## config.mk

```make
export PLATFORM = sky130hd
export DESIGN_NAME = ext_irq_ctrl
export DESIGN_NICKNAME = d
export VERILOG_FILES = /design/src/rtl/ext_irq_ctrl.sv
export SDC_FILE = /design/constraint.sdc
export NUM_CORES = 1
export LEC_CHECK = 0
export ABC_CLOCK_PERIOD_IN_PS = 1640
export CAP_MARGIN = 20
export CORE_MARGIN = 5
export CORE_UTILIZATION = 49
export CTS_BUF_LIST = sky130_fd_sc_hd__clkbuf_2
export DETAILED_ROUTE_END_ITERATION = 16
export GPL_ROUTABILITY_DRIVEN = 0
export PLACE_DENSITY = 0.69
export SLEW_MARGIN = 20
export SYNTH_ARGS = -nofsm -noshare
export SYNTH_HDL_FRONTEND = slang
export SYNTH_SLANG_ARGS = --single-unit
export TNS_END_PERCENT = 1
```

## constraint.sdc

```tcl
create_clock -name clk -period 1.64 [get_ports clk]
set_clock_uncertainty 0.2 [all_clocks]
set_input_delay 0.246 -clock clk [delete_from_list [all_inputs] [get_ports clk]]
set_output_delay 0.246 -clock clk [all_outputs]
set_load 0.01 [all_outputs]
```

## src/rtl/ext_irq_ctrl.sv

```systemverilog
module ext_irq_ctrl #(
  parameter int N  = 8,
  parameter int AW = 4
) (
  input  logic          clk,
  input  logic          rst_n,
  input  logic [N-1:0]  pin_i,
  input  logic          frz_i,
  input  logic          frz_run_i,
  input  logic          wr_en_i,
  input  logic [AW-1:0] addr_i,
  input  logic [N-1:0]  wdata_i,
  output logic [N-1:0]  rdata_o,
  output logic [N-1:0]  irq_o,
  output logic          irq_any_o
);
  localparam logic [AW-1:0] A_MODE = AW'(0);
  localparam logic [AW-1:0] A_EDGE = AW'(1);
  localparam logic [AW-1:0] A_LVL  = AW'(2);
  localparam logic [AW-1:0] A_ASET = AW'(3);
  localparam logic [AW-1:0] A_ACLR = AW'(4);
  localparam logic [AW-1:0] A_ARMD = AW'(5);
  localparam logic [AW-1:0] A_USET = AW'(6);
  localparam logic [AW-1:0] A_UCLR = AW'(7);
  localparam logic [AW-1:0] A_UNMK = AW'(8);
  localparam logic [AW-1:0] A_FLAG = AW'(9);
  localparam logic [AW-1:0] A_FCLR = AW'(10);

  logic [N-1:0] mode_q, edge_q, lvl_q, armed_q, unmask_q, flag_q;
  logic [N-1:0] s1_q, s2_q, s3_q;
  logic [N-1:0] arm_set, arm_clr, unm_set, unm_clr, flg_clr;
  logic [N-1:0] armed_d, unmask_d, flag_d, trig;
  logic         halted;

  assign halted  = frz_i & ~frz_run_i;
  assign arm_set = (wr_en_i && addr_i == A_ASET) ? wdata_i : '0;
  assign arm_clr = (wr_en_i && addr_i == A_ACLR) ? wdata_i : '0;
  assign unm_set = (wr_en_i && addr_i == A_USET) ? wdata_i : '0;
  assign unm_clr = (wr_en_i && addr_i == A_UCLR) ? wdata_i : '0;
  assign flg_clr = (wr_en_i && addr_i == A_FCLR) ? wdata_i : '0;

  assign armed_d  = (armed_q | arm_set) & ~arm_clr;
  assign unmask_d = (unmask_q | unm_set) & ~unm_clr;

  always_comb begin
    for (int i = 0; i < N; i++) begin
      if (mode_q[i]) trig[i] = (s2_q[i] == lvl_q[i]);
      else           trig[i] = edge_q[i] ? (s2_q[i] & ~s3_q[i]) : (~s2_q[i] & s3_q[i]);
    end
  end

  assign flag_d = ((flag_q & ~flg_clr) | (trig & armed_q & {N{~halted}})) & armed_d;

  always_ff @(posedge clk or negedge rst_n) begin
    if (!rst_n) begin
      s1_q <= '0;
      s2_q <= '0;
      s3_q <= '0;
    end else if (!halted) begin
      s1_q <= pin_i;
      s2_q <= s1_q;
      s3_q <= s2_q;
    end
  end

  always_ff @(posedge clk or negedge rst_n) begin
    if (!rst_n) begin
      mode_q   <= '0;
      edge_q   <= '0;
      lvl_q    <= '0;
      armed_q  <= '0;
      unmask_q <= '0;
      flag_q   <= '0;
    end else begin
      if (wr_en_i && addr_i == A_MODE) mode_q <= wdata_i;
      if (wr_en_i && addr_i == A_EDGE) edge_q <= wdata_i;
      if (wr_en_i && addr_i == A_LVL)  lvl_q  <= wdata_i;
      armed_q  <= armed_d;
      unmask_q <= unmask_d;
      flag_q   <= flag_d;
    end
  end

  always_comb begin
    unique case (addr_i)
      A_MODE:  rdata_o = mode_q;
      A_EDGE:  rdata_o = edge_q;
      A_LVL:   rdata_o = lvl_q;
      A_ARMD:  rdata_o = armed_q;
      A_UNMK:  rdata_o = unmask_q;
      A_FLAG:  rdata_o = flag_q;
      default: rdata_o = '0;
    endcase
  end

  assign irq_o     = flag_q & armed_q & unmask_q;
  assign irq_any_o = |irq_o;
endmodule

```

==> results.json <==
{
  "drive_gt1_frac": 0.349,
  "violations": "setup timing",
  "fin_nets": 519,
  "fillCellCount": 567,
  "p_sw_w": 0.00157,
  "io_buffers": 41,
  "ys_ff_latch": 72,
  "via_count": 3303,
  "clk_latency_ps": 510,
  "synthDistinctLibCells": 40,
  "grt_start_max_net_pins": 25,
  "vias_per_cell": 5.52,
  "relSlewSlack": 0.656,
  "p_total_w": 0.00488,
  "comb_power_share": 0.306,
  "diodes": 0,
  "layout_commonest_cell": "nand2_1",
  "fp-row-count": 31,
  "endpoint_kind": "output pin",
  "cp-start-kind": "flop",
  "die_height_um": 95.8,
  "setup_ws_ps": -512,
  "first_pass_iters": 5,
  "cts_tree": "built",
  "track_usage": 0.247,
  "yosysSeqAreaShare": 0.499,
  "leakagePower_nw": 2.45,
  "grt_pass1_vias": 3300,
  "syn-num-nets": 383,
  "cts_inserted_buffers": 9,
  "routed_wl_um": 10400,
  "cts_root_buffer": "clkbuf_2",
  "cp_cell_sequence": "buf_4 > and3_1 > a21oi_1 > o221ai_1 > buf_2",
  "die_width_um": 95.8,
  "max_freq_ghz": 0.465,
  "clk_pin_slew_ps": 210,
  "min_period_ps": 2150,
  "cp.arrival_ps": 1710,
  "seqPwrFrac": 0.482,
  "clkSinkCount": 72,
  "outcome": "complete, but fails checks",
  "critPathMaxFanout": 3,
  "ff2ff_setup_slack_ps": 40,
  "cpPeakStageDelay_ps": 430,
  "htreeDepth": 3,
  "die_area_um2": 9180,
  "clockBufferDepth": 2,
  "grt_pass1_wl_um": 16900,
  "maxSlewViolCount": 0,
  "yosys_warnings": 0,
  "hold_path.class": "in2reg",
  "ios": 42,
  "drtIter0Drc": 324,
  "hold_viol": 0,
  "p_sw_frac": 0.322,
  "finalCritPeriodShare": 1.31,
  "setup_viol_count_final": 17,
  "antenna_left": 0,
  "antenna_found_initial": 0,
  "worstSetupPathType": "reg2out",
  "wl_per_cell_um": 17.4,
  "cap_violations": 0,
  "layout.cells.most_common_list": "84 x nand2_1, 76 x buf_4, 72 x dfrtp_1, 25 x a21oi_1, 24 x mux2_2",
  "syn_to_final_growth_pct": 41.7,
  "worstPathRequired_ps": 1190,
  "internal_power_w": 0.00331,
  "start_util": 0.500,
  "overflow": 0,
  "synth_cells": 358,
  "syn_avg_cell_area_um2": 10.1,
  "worst_pin_slew_ps": 514,
  "drc": 0,
  "netlist_area_um2": 3610,
  "rsz0062_at_grt": "yes",
  "dpl_cell_area_um2": 4780,
  "slowest_stage": "dfrtp_1",
  "clock_power_share": 0.212,
  "dp.final_hpwl_um": 7450,
  "power_density_nw_per_um2": 955,
  "vdd_drop_max_mv": 0.475,
  "design.core.area_um2": 7210,
  "final_area_um2": 5110
}
## path summary, 6_finish.rpt
| kind | from | cells after the start | to |
|---|---|---|---|
| min in group asynchronous | rst_n | 3 | flag_q[4]$_DFF_PN0_ |
| max | armed_q[7]$_DFF_PN0_ | 5 | rdata_o[7] |
| min reg2reg | s1_q[0]$_DFFE_PN0N_ | 2 | s2_q[0]$_DFFE_PN0N_ |
| max reg2reg | edge_q[3]$_DFFE_PN0P_ | 5 | flag_q[3]$_DFF_PN0_ |
| min | pin_i[3] | 3 | s1_q[3]$_DFFE_PN0N_ |
| max in group asynchronous | rst_n | 3 | armed_q[1]$_DFF_PN0_ |
## registers in the layout (all words and copies together) (netlist names)
signal	cells
s2_q	8
s1_q	8
s3_q	8
lvl_q	8
edge_q	8
flag_q	8
armed_q	8
unmask_q	8
mode_q	8
## cell usage after synthesis (all sizes together)
| library cell | count | area [um2] |
|---|---|---|
| nor2b | 4 | 25.0 |
| and3 | 11 | 68.8 |
| a211oi | 8 | 60.1 |
| nand2b | 3 | 33.8 |
| or2 | 1 | 6.26 |
| mux2i | 4 | 40.0 |
| o21ai | 4 | 20.0 |
| a21boi | 8 | 60.1 |
| a22oi | 12 | 90.1 |
| nand3b | 1 | 7.51 |
| nand2 | 86 | 333 |
| o21a | 8 | 60.1 |
| nor4 | 6 | 37.5 |
| a211o | 2 | 17.5 |
| nor4b | 1 | 15.0 |
| xor2 | 8 | 70.1 |
| and2 | 2 | 12.5 |
| inv | 1 | 3.75 |
| mux2 | 24 | 270 |
| nor3b | 9 | 78.8 |
| o221ai | 2 | 17.5 |
| nor3 | 11 | 82.6 |
| clkbuf | 8 | 30.0 |
| buf | 6 | 37.5 |
| nand3 | 4 | 20.0 |
| and3b | 8 | 70.1 |
| nor2 | 6 | 22.5 |
| dfrtp | 72 | 1800 |
| a31oi | 8 | 50.1 |
| a221oi | 4 | 35.0 |
| a21oi | 26 | 130 |
## final cells by class
type | count | area [um2] | area share
tap | 99 | 124 | 0.0242
clock inverter | 6 | 68.8 | 0.0135
inverter | 1 | 3.75 | 0.000734
multi-input combinational | 271 | 1830 | 0.358
sequential | 72 | 1800 | 0.353
clock buffer | 10 | 50.0 | 0.00979
timing repair buffer | 139 | 1230 | 0.242
## per-stage QoR
step	cells	setup slack [ps]	util	hold WS, ps	TNS, ps
floorplan	358	-0.331	-	-250	-0.331
global placement	567	-923	0.663	17.1	-30870
detailed placement	567	-954	0.663	20.9	-32200
CTS	593	-513	0.701	1.57	-5140
global route	598	-655	0.708	2.14	-6520
finish	598	-512	0.708	41.8	-4830
## power by group through the flow
stage                     Clock [W]  Combinational, W  Sequential (W)
after floorplan                   0          0.000623         0.00234
after global placement            0           0.00138         0.00236
after detailed placement          0           0.00142         0.00237
after CTS                   0.00105           0.00147         0.00234
after global routing        0.00113           0.00164         0.00240
final                       0.00104           0.00149         0.00235
## critical path, delay by kind of cell (launching register included)
kind	cells	cell delay [ps]
compound gates	2	270
buf+inv	2	330
flops	1	430
simple gates	1	170
## cell families (layout without fill, tap and decap cells)
| family | Yosys count | count (layout) | share of synthesized area |
|---|---|---|---|
| AO/OA/AOI/OAI | 82 | 82 | 0.150 |
| multiplexers | 28 | 28 | 0.0860 |
| AND/OR/NAND/NOR | 153 | 153 | 0.225 |
| buffers and inverters | 15 | 156 | 0.0198 |
| XOR/XNOR | 8 | 8 | 0.0194 |
| flip-flops | 72 | 72 | 0.499 |
## metal layers
metal  part of all wire  global-route usage  vias to the layer above
met5                  0                   0                        -
met2               0.47               0.396                      145
met1               0.42               0.329                     1557
met4              0.028              0.0877                        0
li1                   -                   -                     1576
met3              0.080              0.0579                       25
## what timing repair did
item | 4_1_cts | 5_1_grt
setup endpoints to repair | 31 | 17
hold buffers | 4 | 4
hold endpoints to repair | 74 | 4
gates resized for setup | 102 | 1
buffers inserted | 6 | 1
pin swaps | 11 | 4
Power figures use the tool's default switching activity.
